[src/rtl/sap_ctrl_pkg.sv]
package sap_ctrl_pkg;

  localparam int unsigned NUM_CTL  = 3;
  localparam int unsigned W_PORT   = 0;
  localparam int unsigned W_TX     = 1;
  localparam int unsigned W_RX     = 2;
  localparam int unsigned ADDR_WM  = 3;

  // bit positions
  localparam int unsigned B_TXE     = 0;
  localparam int unsigned B_MODE_LO = 1;
  localparam int unsigned B_SYNC    = 3;
  localparam int unsigned B_NET     = 4;
  localparam int unsigned B_TX_FEN  = 0;
  localparam int unsigned B_TX_IEN  = 1;
  localparam int unsigned B_TX_LSB  = 2;
  localparam int unsigned B_TX_FALL = 3;
  localparam int unsigned B_RX_LSB  = 0;

  typedef enum logic [1:0] {
    MODE_NORM_A  = 2'b00,
    MODE_I2S_MST = 2'b01,
    MODE_I2S_SLV = 2'b10,
    MODE_NORM_B  = 2'b11
  } sap_mode_e;

  function automatic logic f_is_i2s(input logic [1:0] m);
    return (m == MODE_I2S_MST) || (m == MODE_I2S_SLV);
  endfunction

  // bits held by I2S framing, per control word (low byte)
  function automatic logic [7:0] f_force_mask(input int unsigned idx);
    case (idx)
      W_PORT:  return 8'h18;
      W_TX:    return 8'h0C;
      W_RX:    return 8'h01;
      default: return 8'h00;
    endcase
  endfunction

  // values of those bits while an I2S mode is active
  function automatic logic [7:0] f_force_val(input int unsigned idx);
    case (idx)
      W_PORT:  return 8'h18;
      W_TX:    return 8'h08;
      default: return 8'h00;
    endcase
  endfunction

  // bits that software can never write
  function automatic logic [7:0] f_ro_mask(input int unsigned idx);
    return (idx == W_PORT) ? 8'h01 : 8'h00;
  endfunction

  // fill level at or below watermark, only meaningful with FIFO on
  function automatic logic f_txe_hit(input int unsigned level,
                                     input int unsigned wm,
                                     input logic fifo_on);
    return fifo_on && (level <= wm);
  endfunction

endpackage

[src/rtl/sap_reg_word.sv]
module sap_reg_word #(
  parameter int unsigned W   = 16,
  parameter logic [W-1:0] RST = '0
) (
  input  logic         clk,
  input  logic         rst_n,
  input  logic         wr_en,
  input  logic [W-1:0] wdata,
  input  logic [W-1:0] keep,
  output logic [W-1:0] q
);

  always_ff @(posedge clk or negedge rst_n) begin
    if (!rst_n)     q <= RST;
    else if (wr_en) q <= (wdata & ~keep) | (q & keep);
  end

endmodule

[src/rtl/sap_mode_force.sv]
module sap_mode_force
  import sap_ctrl_pkg::*;
#(
  parameter int unsigned W = 16
) (
  input  logic                       i2s_on,
  input  logic [NUM_CTL-1:0][W-1:0]  raw_q,
  output logic [NUM_CTL-1:0][W-1:0]  eff_q
);

  localparam int unsigned PAD = W - 8;

  for (genvar g = 0; g < NUM_CTL; g++) begin : g_word
    logic [W-1:0] fmask;
    logic [W-1:0] fval;
    assign fmask = {{PAD{1'b0}}, f_force_mask(g)};
    assign fval  = {{PAD{1'b0}}, f_force_val(g)};
    assign eff_q[g] = i2s_on ? ((raw_q[g] & ~fmask) | fval) : raw_q[g];
  end

endmodule

[src/rtl/sap_txe_status.sv]
module sap_txe_status
  import sap_ctrl_pkg::*;
#(
  parameter int unsigned LVL_W = 4
) (
  input  logic [LVL_W:0]   level,
  input  logic [LVL_W-1:0] wm,
  input  logic             fifo_en,
  input  logic             irq_en,
  output logic             flag,
  output logic             irq
);

  assign flag = f_txe_hit(int'(level), int'(wm), fifo_en);
  assign irq  = flag && irq_en && fifo_en;

endmodule

[src/rtl/sap_ctrl_regs.sv]
module sap_ctrl_regs
  import sap_ctrl_pkg::*;
#(
  parameter int unsigned DATA_W = 16,
  parameter int unsigned LVL_W  = 4,
  parameter int unsigned WM_RST = 8
) (
  input  logic              clk,
  input  logic              rst_n,
  input  logic              bus_wr,
  input  logic [1:0]        bus_addr,
  input  logic [DATA_W-1:0] bus_wdata,
  output logic [DATA_W-1:0] bus_rdata,
  input  logic [LVL_W:0]    tx_level,
  output logic              i2s_master,
  output logic              i2s_slave,
  output logic              sync_mode,
  output logic              net_mode,
  output logic              tx_lsb_first,
  output logic              rx_lsb_first,
  output logic              tx_clk_fall,
  output logic              tx_fifo_en,
  output logic              tx_empty,
  output logic              tx_empty_irq
);

  localparam int unsigned PAD  = DATA_W - 8;
  localparam int unsigned WPAD = DATA_W - LVL_W;

  logic [NUM_CTL-1:0][DATA_W-1:0] raw_q;
  logic [NUM_CTL-1:0][DATA_W-1:0] eff_q;
  logic [LVL_W-1:0]               wm_q;
  logic [1:0]                     mode;
  logic                           i2s_on;
  logic                           ctl_wr;
  logic                           forced_wr_blocked;
  logic                           txe_flag;
  logic                           txe_irq;

  assign mode   = raw_q[W_PORT][B_MODE_LO +: 2];
  assign i2s_on = f_is_i2s(mode);
  assign ctl_wr = bus_wr && (int'(bus_addr) < NUM_CTL);
  assign forced_wr_blocked = ctl_wr && i2s_on;

  for (genvar g = 0; g < NUM_CTL; g++) begin : g_ctl
    logic [DATA_W-1:0] keep;
    logic              hit;
    assign keep = {{PAD{1'b0}}, f_ro_mask(g) | (i2s_on ? f_force_mask(g) : 8'h00)};
    assign hit  = bus_wr && (int'(bus_addr) == g);
    sap_reg_word #(.W(DATA_W), .RST('0)) u_word (
      .clk   (clk),
      .rst_n (rst_n),
      .wr_en (hit),
      .wdata (bus_wdata),
      .keep  (keep),
      .q     (raw_q[g])
    );
  end

  always_ff @(posedge clk or negedge rst_n) begin
    if (!rst_n)
      wm_q <= LVL_W'(WM_RST);
    else if (bus_wr && (int'(bus_addr) == ADDR_WM))
      wm_q <= bus_wdata[LVL_W-1:0];
  end

  sap_mode_force #(.W(DATA_W)) u_force (
    .i2s_on (i2s_on),
    .raw_q  (raw_q),
    .eff_q  (eff_q)
  );

  sap_txe_status #(.LVL_W(LVL_W)) u_txe (
    .level   (tx_level),
    .wm      (wm_q),
    .fifo_en (eff_q[W_TX][B_TX_FEN]),
    .irq_en  (eff_q[W_TX][B_TX_IEN]),
    .flag    (txe_flag),
    .irq     (txe_irq)
  );

  always_comb begin
    case (bus_addr)
      2'd0:    bus_rdata = eff_q[W_PORT] | {{(DATA_W-1){1'b0}}, txe_flag};
      2'd1:    bus_rdata = eff_q[W_TX];
      2'd2:    bus_rdata = eff_q[W_RX];
      default: bus_rdata = {{WPAD{1'b0}}, wm_q};
    endcase
  end

  assign i2s_master   = (mode == MODE_I2S_MST);
  assign i2s_slave    = (mode == MODE_I2S_SLV);
  assign sync_mode    = eff_q[W_PORT][B_SYNC];
  assign net_mode     = eff_q[W_PORT][B_NET];
  assign tx_lsb_first = eff_q[W_TX][B_TX_LSB];
  assign tx_clk_fall  = eff_q[W_TX][B_TX_FALL];
  assign rx_lsb_first = eff_q[W_RX][B_RX_LSB];
  assign tx_fifo_en   = eff_q[W_TX][B_TX_FEN];
  assign tx_empty     = txe_flag;
  assign tx_empty_irq = txe_irq;

  logic unused_pad;
  assign unused_pad = ^{eff_q[W_PORT][DATA_W-1:5], eff_q[W_RX][DATA_W-1:1],
                        eff_q[W_TX][DATA_W-1:4], PAD[0]};

endmodule

[config.mk]
export PLATFORM = sky130hd
export DESIGN_NAME = sap_ctrl_regs
export DESIGN_NICKNAME = d
export VERILOG_FILES = /design/src/rtl/sap_ctrl_pkg.sv /design/src/rtl/sap_reg_word.sv /design/src/rtl/sap_mode_force.sv /design/src/rtl/sap_txe_status.sv /design/src/rtl/sap_ctrl_regs.sv
export SDC_FILE = /design/constraint.sdc
export NUM_CORES = 1
export LEC_CHECK = 0
export CAP_MARGIN = 20
export CORE_UTILIZATION = 30
export DETAILED_ROUTE_END_ITERATION = 6
export PLACE_DENSITY = 0.58
export SKIP_CTS_REPAIR_TIMING = 1
export SLEW_MARGIN = 10
export SYNTH_ARGS = -nofsm -noshare
export SYNTH_HDL_FRONTEND = slang
export SYNTH_SLANG_ARGS = --single-unit
[constraint.sdc]
create_clock -name clk -period 1.6 [get_ports clk]
set_input_delay 0.16 -clock clk [delete_from_list [all_inputs] [get_ports clk]]
set_output_delay 0.16 -clock clk [all_outputs]
set_load 0.02 [all_outputs]
==> results.json, run 1 <==
{
  "synth_area_per_cell_um2": 12.9,
  "synth_top_area_share_pct": 50.1,
  "drv_slew": 0,
  "tritoncts": "built",
  "wl_per_cell_um": 14.3,
  "netlist_area_um2": 2500,
  "critical-path-top-delay-family": "flip-flops",
  "cellLeakagePower_nw": 1.79,
  "initial_utilization_pct": 31.7,
  "die_y_um": 93.2,
  "grt_max_degree": 24,
  "hold_violations": 0,
  "yosysWarnings": 0,
  "grt_pass1_vias": 1771,
  "hold_slack_ps": 298,
  "synth_seq_cells": 51,
  "numCtsBuffers": 5,
  "hold_class": "input port to async pin",
  "vias": 1774,
  "synth_nets": 225,
  "ys_top_cells_by_area": "dfrtp_1 (50%), mux2_2 (22%), mux2i_1 (4.8%)",
  "drive_above_1_share_pct": 47.7,
  "dpl.hpwl_um": 4180,
  "maxCapViolCount": 0,
  "cp_data_arrival_time_ps": 1940,
  "finalClockSkew_ps": 2.48,
  "die-area_um2": 8690,
  "area.growth.synth_to_final_pct": 48.4,
  "first_pass_iters": 4,
  "path_class": "flop to output pin",
  "power_per_cell_area_nw_per_um2": 1120,
  "fin_nets": 316,
  "crit_required_ps": 1440,
  "fin_crit_sh_pct": 131,
  "yosysTopAreaCell": "dfrtp_1",
  "status": "complete, but fails checks",
  "io_pins": 52,
  "clockRootBuffer": "clkbuf_8",
  "synth_cell_types": 30,
  "setup_violations": 8,
  "postRouteAntennaNets": 0,
  "grt_usage_pct": 13.4,
  "clkLatencyLatePin_ps": 300,
  "period_minus_slack_ps": 2100,
  "via_per_inst": 4.58,
  "rsz0062_at_grt": "true",
  "maxSlewHeadroom_pct": 74.7,
  "dp.cells": 371,
  "cts.path.max_buffers": 2,
  "seq_area_frac_synth_pct": 51.2,
  "port_buffers": 51,
  "worst-path-max-fanout": 3,
  "coreArea_um2": 7890,
  "critPathMaxStageDelay_ps": 550,
  "fmax_mhz": 477,
  "wl_um": 5540,
  "gp_congestion": 0.704,
  "h-tree-depth": 2,
  "crit_path_end_kind": "output pin",
  "die_w_um": 93.2,
  "grt_first_pass_wirelength_um": 8980,
  "cts.sinks": 51,
  "path_clk_slew_ps": 100,
  "fin_util_pct": 47.0,
  "overflow": 0,
  "rows": 32,
  "reg2reg_slack_ps": 100,
  "fin_ws_ps": -497,
  "violations": "setup timing",
  "initialDrtViolationCount": 56,
  "cp_slowest_cell": "dfstp_2",
  "drc": 0,
  "layoutNonFillerInstCount": 387,
  "worst_slew_pin_slew_ps": 379,
  "num_antenna_cells": 0,
  "startpoint_type": "flop",
  "crit_buf_inv": 2,
  "vdd_ir_drop_max_uv": 686,
  "syn_inst": 193,
  "antenna_found_initial": 0,
  "crit_chain": "inv_2, ha_4, nand3_2, or3b_4, a31oi_4, buf_6"
}
report_power, final:
| part | total, mW | internal (mW) | switching, mW |
|---|---|---|---|
| Clock | 0.776 | 0.354 | 0.423 |
| Combinational | 1.65 | 0.973 | 0.678 |
| Sequential | 1.71 | 1.57 | 0.141 |
| Total | 4.14 | 2.89 | 1.24 |
cell type report:
class,instances,area [µm²]
Clock inverter,2,16.3
Tap cell,102,128
Timing Repair Buffer,93,927
Multi-Input combinational cell,125,1240
Clock buffer,6,82.6
Sequential cell,51,1280
Inverter,8,30.0
Fill cell,753,4180
cell families after synthesis:
group                    Yosys count  share of synthesized area [%]
multiplexers                      64                           29.6
flip-flops                        51                           51.2
AND/OR/NAND/NOR                   34                           7.97
AO/OA/AOI/OAI                     21                           4.66
buffers and inverters             17                           3.61
adder cells (fa/ha/maj)            6                           3.01
synthesized netlist by cell type, drive strengths merged:
cell     n
dfrtp   50
or2      1
a31oi    1
mux4     3
and2     2
nor2     3
o221ai   1
and2b    1
o21ai   14
inv      8
a31o     1
nand3b   3
a21boi   1
a21oi    3
or3b     1
mux2    49
buf      8
nand2   17
ha       6
nor3b    1
nand2b   3
mux2i   12
nand3    2
clkbuf   1
dfstp    1
path summary, 6_finish.rpt:
path                            cells after the start            startpoint               endpoint
worst max register to register                      5  g_ctl[0].u_word.q[1]                   flop
max in group asynchronous                           3                 rst_n                wm_q[3]
worst min-delay path                                2                 rst_n  g_ctl[2].u_word.q[15]
min in group clk                                    1  g_ctl[2].u_word.q[5]   g_ctl[2].u_word.q[5]
worst min register to register                      1  g_ctl[2].u_word.q[5]   g_ctl[2].u_word.q[5]
worst max-delay path                                6               wm_q[3]           bus_rdata[0]
metrics by stage:
stage / instance area, µm² / TNS [ps] / total power [mW] / setup WS (ps)
finish: 3710 / -2480 / 4.14 / -497
global route: 3710 / -3350 / 4.39 / -565
CTS: 3530 / -13060 / 4.00 / -1040
detailed placement: 3430 / -17880 / 3.21 / -773
global placement: 3430 / -16690 / 3.18 / -756
floorplan: 2570 / -332 / 2.52 / -142
flip-flops by register name (all words and copies together), names as in the netlist, named ones only:
name / count
wm_q: 4
g_ctl.u_word.q: 42
placed cells by master, fill, tap and decap left out, types with 2 or more instances in the layout:
cell type / synthesis / routed
and2_4: 0 / 2
buf_4: 4 / 30
dlymetal6s2s_1: 0 / 14
dfrtp_1: 50 / 50
nor2_1: 3 / 3
inv_2: 0 / 2
mux2i_1: 12 / 12
buf_2: 3 / 2
mux2_2: 49 / 49
clkdlybuf4s50_1: 0 / 23
mux4_2: 3 / 3
o21ai_1: 0 / 2
ha_1: 6 / 4
nand2_1: 16 / 16
o21ai_0: 14 / 12
a21oi_1: 3 / 2
buf_12: 0 / 2
ha_4: 0 / 2
nand2b_4: 0 / 3
clkbuf_8: 0 / 6
buf_6: 1 / 21
inv_1: 8 / 6
metal layers:
layer	wire length [µm]	share of wire (%)	GRT usage (%)
met1	2600	47	18.5
met4	51	0.92	3.46
met2	2690	48	21.8
met5	0	0	0
met3	200	3.6	2.44
No activity file was read; power rests on OpenSTA's default activity.
==> run 2, diff against run 1 <==
Settings changed: DONT_BUFFER_PORTS set to 1, PLACE_DENSITY 0.58 to 0.5.
==> run 2 against run 1 <==
The run still ends with setup timing left. Critical path depth fell by 1. Clock power rose by 14%. Non-clock buffer count fell by 52. Largest power group unchanged. Clock-buffer cell count rose by 1. Die area did not move. Setup slack improved by 47 ps. Sequential power barely moved. Global-route usage fell by 0.36 points. Sequential share of layout area rose by 5.7 points. Core utilization fell by 6.7 points. Power fell by 6.7%. Hold slack got worse by 290 ps.
==> results.json, run 2 (synthesis gave the netlist of run 1 again) <==
{
  "p_sw_share_pct": 29.5,
  "dpl.hpwl_um": 3590,
  "finalClockSkew_ps": 3.03,
  "power_per_cell_area_nw_per_um2": 1210,
  "postRouteAntennaNets": 0,
  "drive_above_1_share_pct": 43.8,
  "worst_slew_pin_slew_ps": 709,
  "violations": "setup timing",
  "rows": 32,
  "comb_power_share_pct": 32.8,
  "drc": 0,
  "rsz0062_at_grt": "true",
  "die_w_um": 93.2,
  "die_y_um": 93.2,
  "fin_nets": 264,
  "maxCapViolCount": 0,
  "num_antenna_cells": 0,
  "drv_slew": 0,
  "status": "complete, but fails checks",
  "port_buffers": 0,
  "via_per_inst": 4.79,
  "clkLatencyLatePin_ps": 300,
  "vdd_ir_drop_max_uv": 621,
  "layout_commonest_cell": "dfrtp_1",
  "cp_data_arrival_time_ps": 1890,
  "reg2reg_depth": 4,
  "top_regs": "g_ctl.u_word.q x42, wm_q x4",
  "overflow": 0,
  "dp.cells": 302,
  "p_int_mw": 2.72,
  "clockRootBuffer": "clkbuf_8",
  "layoutNonFillerInstCount": 335,
  "fin_ws_ps": -450,
  "p_seq_share_pct": 44.3,
  "numCtsBuffers": 5,
  "top_register": "g_ctl.u_word.q",
  "die-area_um2": 8690,
  "largest_register_ffs": 42,
  "startpoint_type": "flop",
  "vias": 1603,
  "pwr-share-clk_pct": 22.9,
  "switching_power_mw": 1.14,
  "p_total_mw": 3.86,
  "fin_crit_sh_pct": 128,
  "coreArea_um2": 7890,
  "path_class": "flop to output pin",
  "cts.sinks": 51,
  "first_pass_iters": 4,
  "worst-path-max-fanout": 3,
  "initial_utilization_pct": 31.7,
  "h-tree-depth": 2,
  "period_minus_slack_ps": 2050,
  "cellLeakagePower_nw": 1.38,
  "wl_um": 5400,
  "area.growth.synth_to_final_pct": 27.3,
  "endpoint": "bus_rdata[0]",
  "grt_max_degree": 52,
  "hold_violations": 0,
  "initialDrtViolationCount": 29,
  "setup_violations": 8,
  "maxSlewHeadroom_pct": 52.2,
  "grt_pass1_vias": 1595,
  "grt_usage_pct": 13.1,
  "path_clk_slew_ps": 90,
  "tns_ps": -2080,
  "grt_first_pass_wirelength_um": 8540,
  "gp_congestion": 0.682,
  "worstHoldStart": "bus_wdata[6]",
  "wl_per_cell_um": 16.1,
  "antenna_found_initial": 0,
  "final_cell_mix": "dfrtp_1 (50), mux2_2 (49), buf_4 (18)",
  "reg2reg_slack_ps": 120,
  "setup.worst_path.start": "wm_q[3]",
  "reg2reg_from": "g_ctl[0].u_word.q[2]",
  "tritoncts": "built",
  "crit_path_end_kind": "output pin",
  "crit_required_ps": 1440,
  "io_pins": 52,
  "cts.path.max_buffers": 2,
  "hold_class": "input port to flop",
  "fmax_mhz": 488
}
[run 2: cell types whose count changed in the layout (fill, tap and decap cells not counted), moves of 2 or more]
cell	before	now
clkdlybuf4s50_1	23	0
buf_2	2	0
dlymetal6s2s_1	14	0
dlygate4sd3_1	1	17
buf_4	30	18
buf_6	21	4
clkbuf_1	0	2
[run 2: area by class of cell]
| class | instances | area [µm²] |
|---|---|---|
| Multi-Input combinational cell | 125 | 1240 |
| Timing Repair Buffer | 41 | 398 |
| Clock buffer | 7 | 76.3 |
| Clock inverter | 1 | 30.0 |
| Inverter | 8 | 30.0 |
| Tap cell | 102 | 128 |
| Sequential cell | 51 | 1280 |
| Fill cell | 770 | 4710 |
[run 2: worst max-delay path, cell delays in order (launching register included)]
cell	delay, ps
dfstp_2	560
inv_2	50
ha_4	270
nand3_4	70
or3b_4	430
a31oi_4	220
[run 2: layer usage]
layer | up-vias | routed length [µm] | part of all wire, % | GRT usage (%)
li1 | 753 | - | - | -
met1 | 798 | 2480 | 46 | 16.6
met2 | 45 | 2570 | 48 | 21.0
met3 | 7 | 290 | 5.4 | 4.63
met4 | 0 | 58 | 1.1 | 3.85
met5 | - | 0 | 0 | 0
[run 2: metrics by stage]
stage	area, µm²	utilization [%]	setup WS (ps)	hold WS [ps]
floorplan	2570	-	-142	-136
global placement	2780	35.2	-170	-134
detailed placement	2780	35.2	-186	-134
CTS	2880	36.5	-529	-472
global route	3180	40.3	-508	0.0975
finish	3180	40.3	-450	9.88
[run 2: how the worst min path moves through the flow]
stage / end / slack, ps / depth (start not counted)
finish: g_ctl[2].u_word.q[6] / 10 / 1
global route: wm_q[3] / 0.1 / 1
CTS: g_ctl[0].u_word.q[14] / -470 / 0
detailed placement: g_ctl[0].u_word.q[14] / -130 / 0
global placement: g_ctl[0].u_word.q[14] / -130 / 0
floorplan: async pin / -140 / 0
[run 2: power by group through the flow]
stage                     Clock [mW]  Sequential [mW]  Combinational [mW]
final                          0.883             1.71                1.27
after global routing           0.968             1.75                1.36
after CTS                      0.923             1.71                1.03
after detailed placement           0             1.73                1.03
after global placement             0             1.73                1.02
after floorplan                    0             1.70               0.817
==> run 3, diff against run 2 <==
Settings changed: GPL_TIMING_DRIVEN set to 0.
==> run 3 against run 2 <==
The run ends with hold timing, setup timing left. Non-clock buffer count decreased by 13. Sequential cell count stayed put. Final cell count down 3.9%. Largest power group unchanged.
==> results.json, run 3 (synthesis gave the netlist of run 1 again) <==
{
  "status": "complete, but fails checks",
  "violations": "hold timing, setup timing",
  "cts.path.max_buffers": 2,
  "port_buffers": 0,
  "top_register": "g_ctl.u_word.q",
  "drv_slew": 0,
  "period_minus_slack_ps": 2060,
  "grt_usage_pct": 13.0,
  "wl_um": 5470,
  "fin_nets": 251,
  "first_pass_iters": 4,
  "worstHoldStart": "bus_wdata[2]",
  "crit_chain": "inv_2, ha_4, nand3_4, or3b_4, a31oi_4",
  "die-area_um2": 8690,
  "fin_ws_ps": -457,
  "hold_violations": 3,
  "coreArea_um2": 7890,
  "clockRootBuffer": "clkbuf_8",
  "cp_slowest_cell": "dfstp_2",
  "hold_slack_ps": -7.75,
  "num_antenna_cells": 0,
  "antenna_found_initial": 0,
  "design_area_um2": 3030,
  "critPathMaxStageDelay_ps": 560,
  "clkLatencyLatePin_ps": 290,
  "maxCapViolCount": 0,
  "wl_per_cell_um": 17.0,
  "reg2reg_depth": 5,
  "gp_congestion": 0.657,
  "p_total_mw": 3.57,
  "grt_pass1_vias": 1550,
  "crit_buf_inv": 1,
  "top_regs": "g_ctl.u_word.q x42, wm_q x4",
  "path_clk_slew_ps": 90,
  "vias": 1599,
  "dpl.hpwl_um": 3700,
  "grt_max_degree": 52,
  "h-tree-depth": 2,
  "initialDrtViolationCount": 66,
  "critical-path-top-delay-family": "flip-flops",
  "via_per_inst": 4.97,
  "grt_first_pass_wirelength_um": 8470,
  "setup_violations": 6,
  "hold_end": "g_ctl[0].u_word.q[2]",
  "startpoint_type": "flop",
  "vdd_ir_drop_max_uv": 720,
  "tritoncts": "built",
  "hold_path_depth": 2,
  "drc": 0,
  "power_per_cell_area_nw_per_um2": 1180,
  "rsz0062_at_grt": "true",
  "io_pins": 52,
  "maxSlewHeadroom_pct": 50.7,
  "cp_data_arrival_time_ps": 1900,
  "hold_class": "input port to flop",
  "finalClockSkew_ps": 4.76,
  "postRouteAntennaNets": 0,
  "initial_utilization_pct": 31.7,
  "fmax_mhz": 486,
  "overflow": 0,
  "rows": 32,
  "drive_above_1_share_pct": 42.7,
  "crit_path_end_kind": "output pin",
  "die_y_um": 93.2,
  "numCtsBuffers": 5,
  "dp.cells": 295,
  "worst-path-max-fanout": 3,
  "placed_area_um2": 2700,
  "layout_commonest_cell": "dfrtp_1",
  "multi_input_area_um2": 1240,
  "reg2reg_slack_ps": 70,
  "tns_ps": -2060,
  "ff_latch_area_um2": 1280,
  "area.growth.synth_to_final_pct": 21.2,
  "nFillCells": 756,
  "fin_crit_sh_pct": 129,
  "reg2reg_from": "g_ctl[0].u_word.q[1]",
  "die_w_um": 93.2,
  "path_class": "flop to output pin",
  "layoutNonFillerInstCount": 322,
  "largest_register_ffs": 42,
  "crit_required_ps": 1440,
  "worst_slew_pin_slew_ps": 732,
  "cellLeakagePower_nw": 1.30,
  "final_cell_mix": "dfrtp_1 (50), mux2_2 (49), nand2_1 (16)",
  "cts.sinks": 51
}
run 3: where the power goes:
part / total [mW] / switching [mW] / internal (mW)
registers: 1.72 / 0.155 / 1.57
logic: 1.10 / 0.564 / 0.535
clock network: 0.746 / 0.437 / 0.309
total: 3.57 / 1.16 / 2.41
run 3: routing by layer:
layer	track usage [%]	wire length, µm
met1	16.3	2430
met2	21.4	2630
met3	4.80	380
met4	2.69	34
met5	0	0
run 3: cell type report:
cell class,count,area share (%)
well taps,102,4.22
clock buffers,5,2.27
repair buffers,19,6.61
multi-input cells,125,41.1
plain buffers,9,1.98
clock inverters,3,0.620
flip-flops and latches,51,42.2
inverters,8,0.992
run 3: metrics by stage:
step           hold WS [ps]  setup WS [ps]  utilization (%)
5_1_grt               0.479           -515             38.4
3_3_place_gp           -134           -184             34.3
6_report              -7.75           -457             38.4
4_1_cts                -470           -517             35.4
3_5_place_dp           -134           -186             34.3
2_1_floorplan          -136           -142                -
run 3: how the worst max path moves through the flow:
stage	from	endpoint	cells after the start
global route	wm_q[3]	bus_rdata[0]	5
CTS	wm_q[3]	bus_rdata[0]	5
global placement	wm_q[3]	bus_rdata[0]	5
detailed placement	wm_q[3]	bus_rdata[0]	5
floorplan	wm_q[3]	bus_rdata[0]	5
finish	wm_q[3]	bus_rdata[0]	5
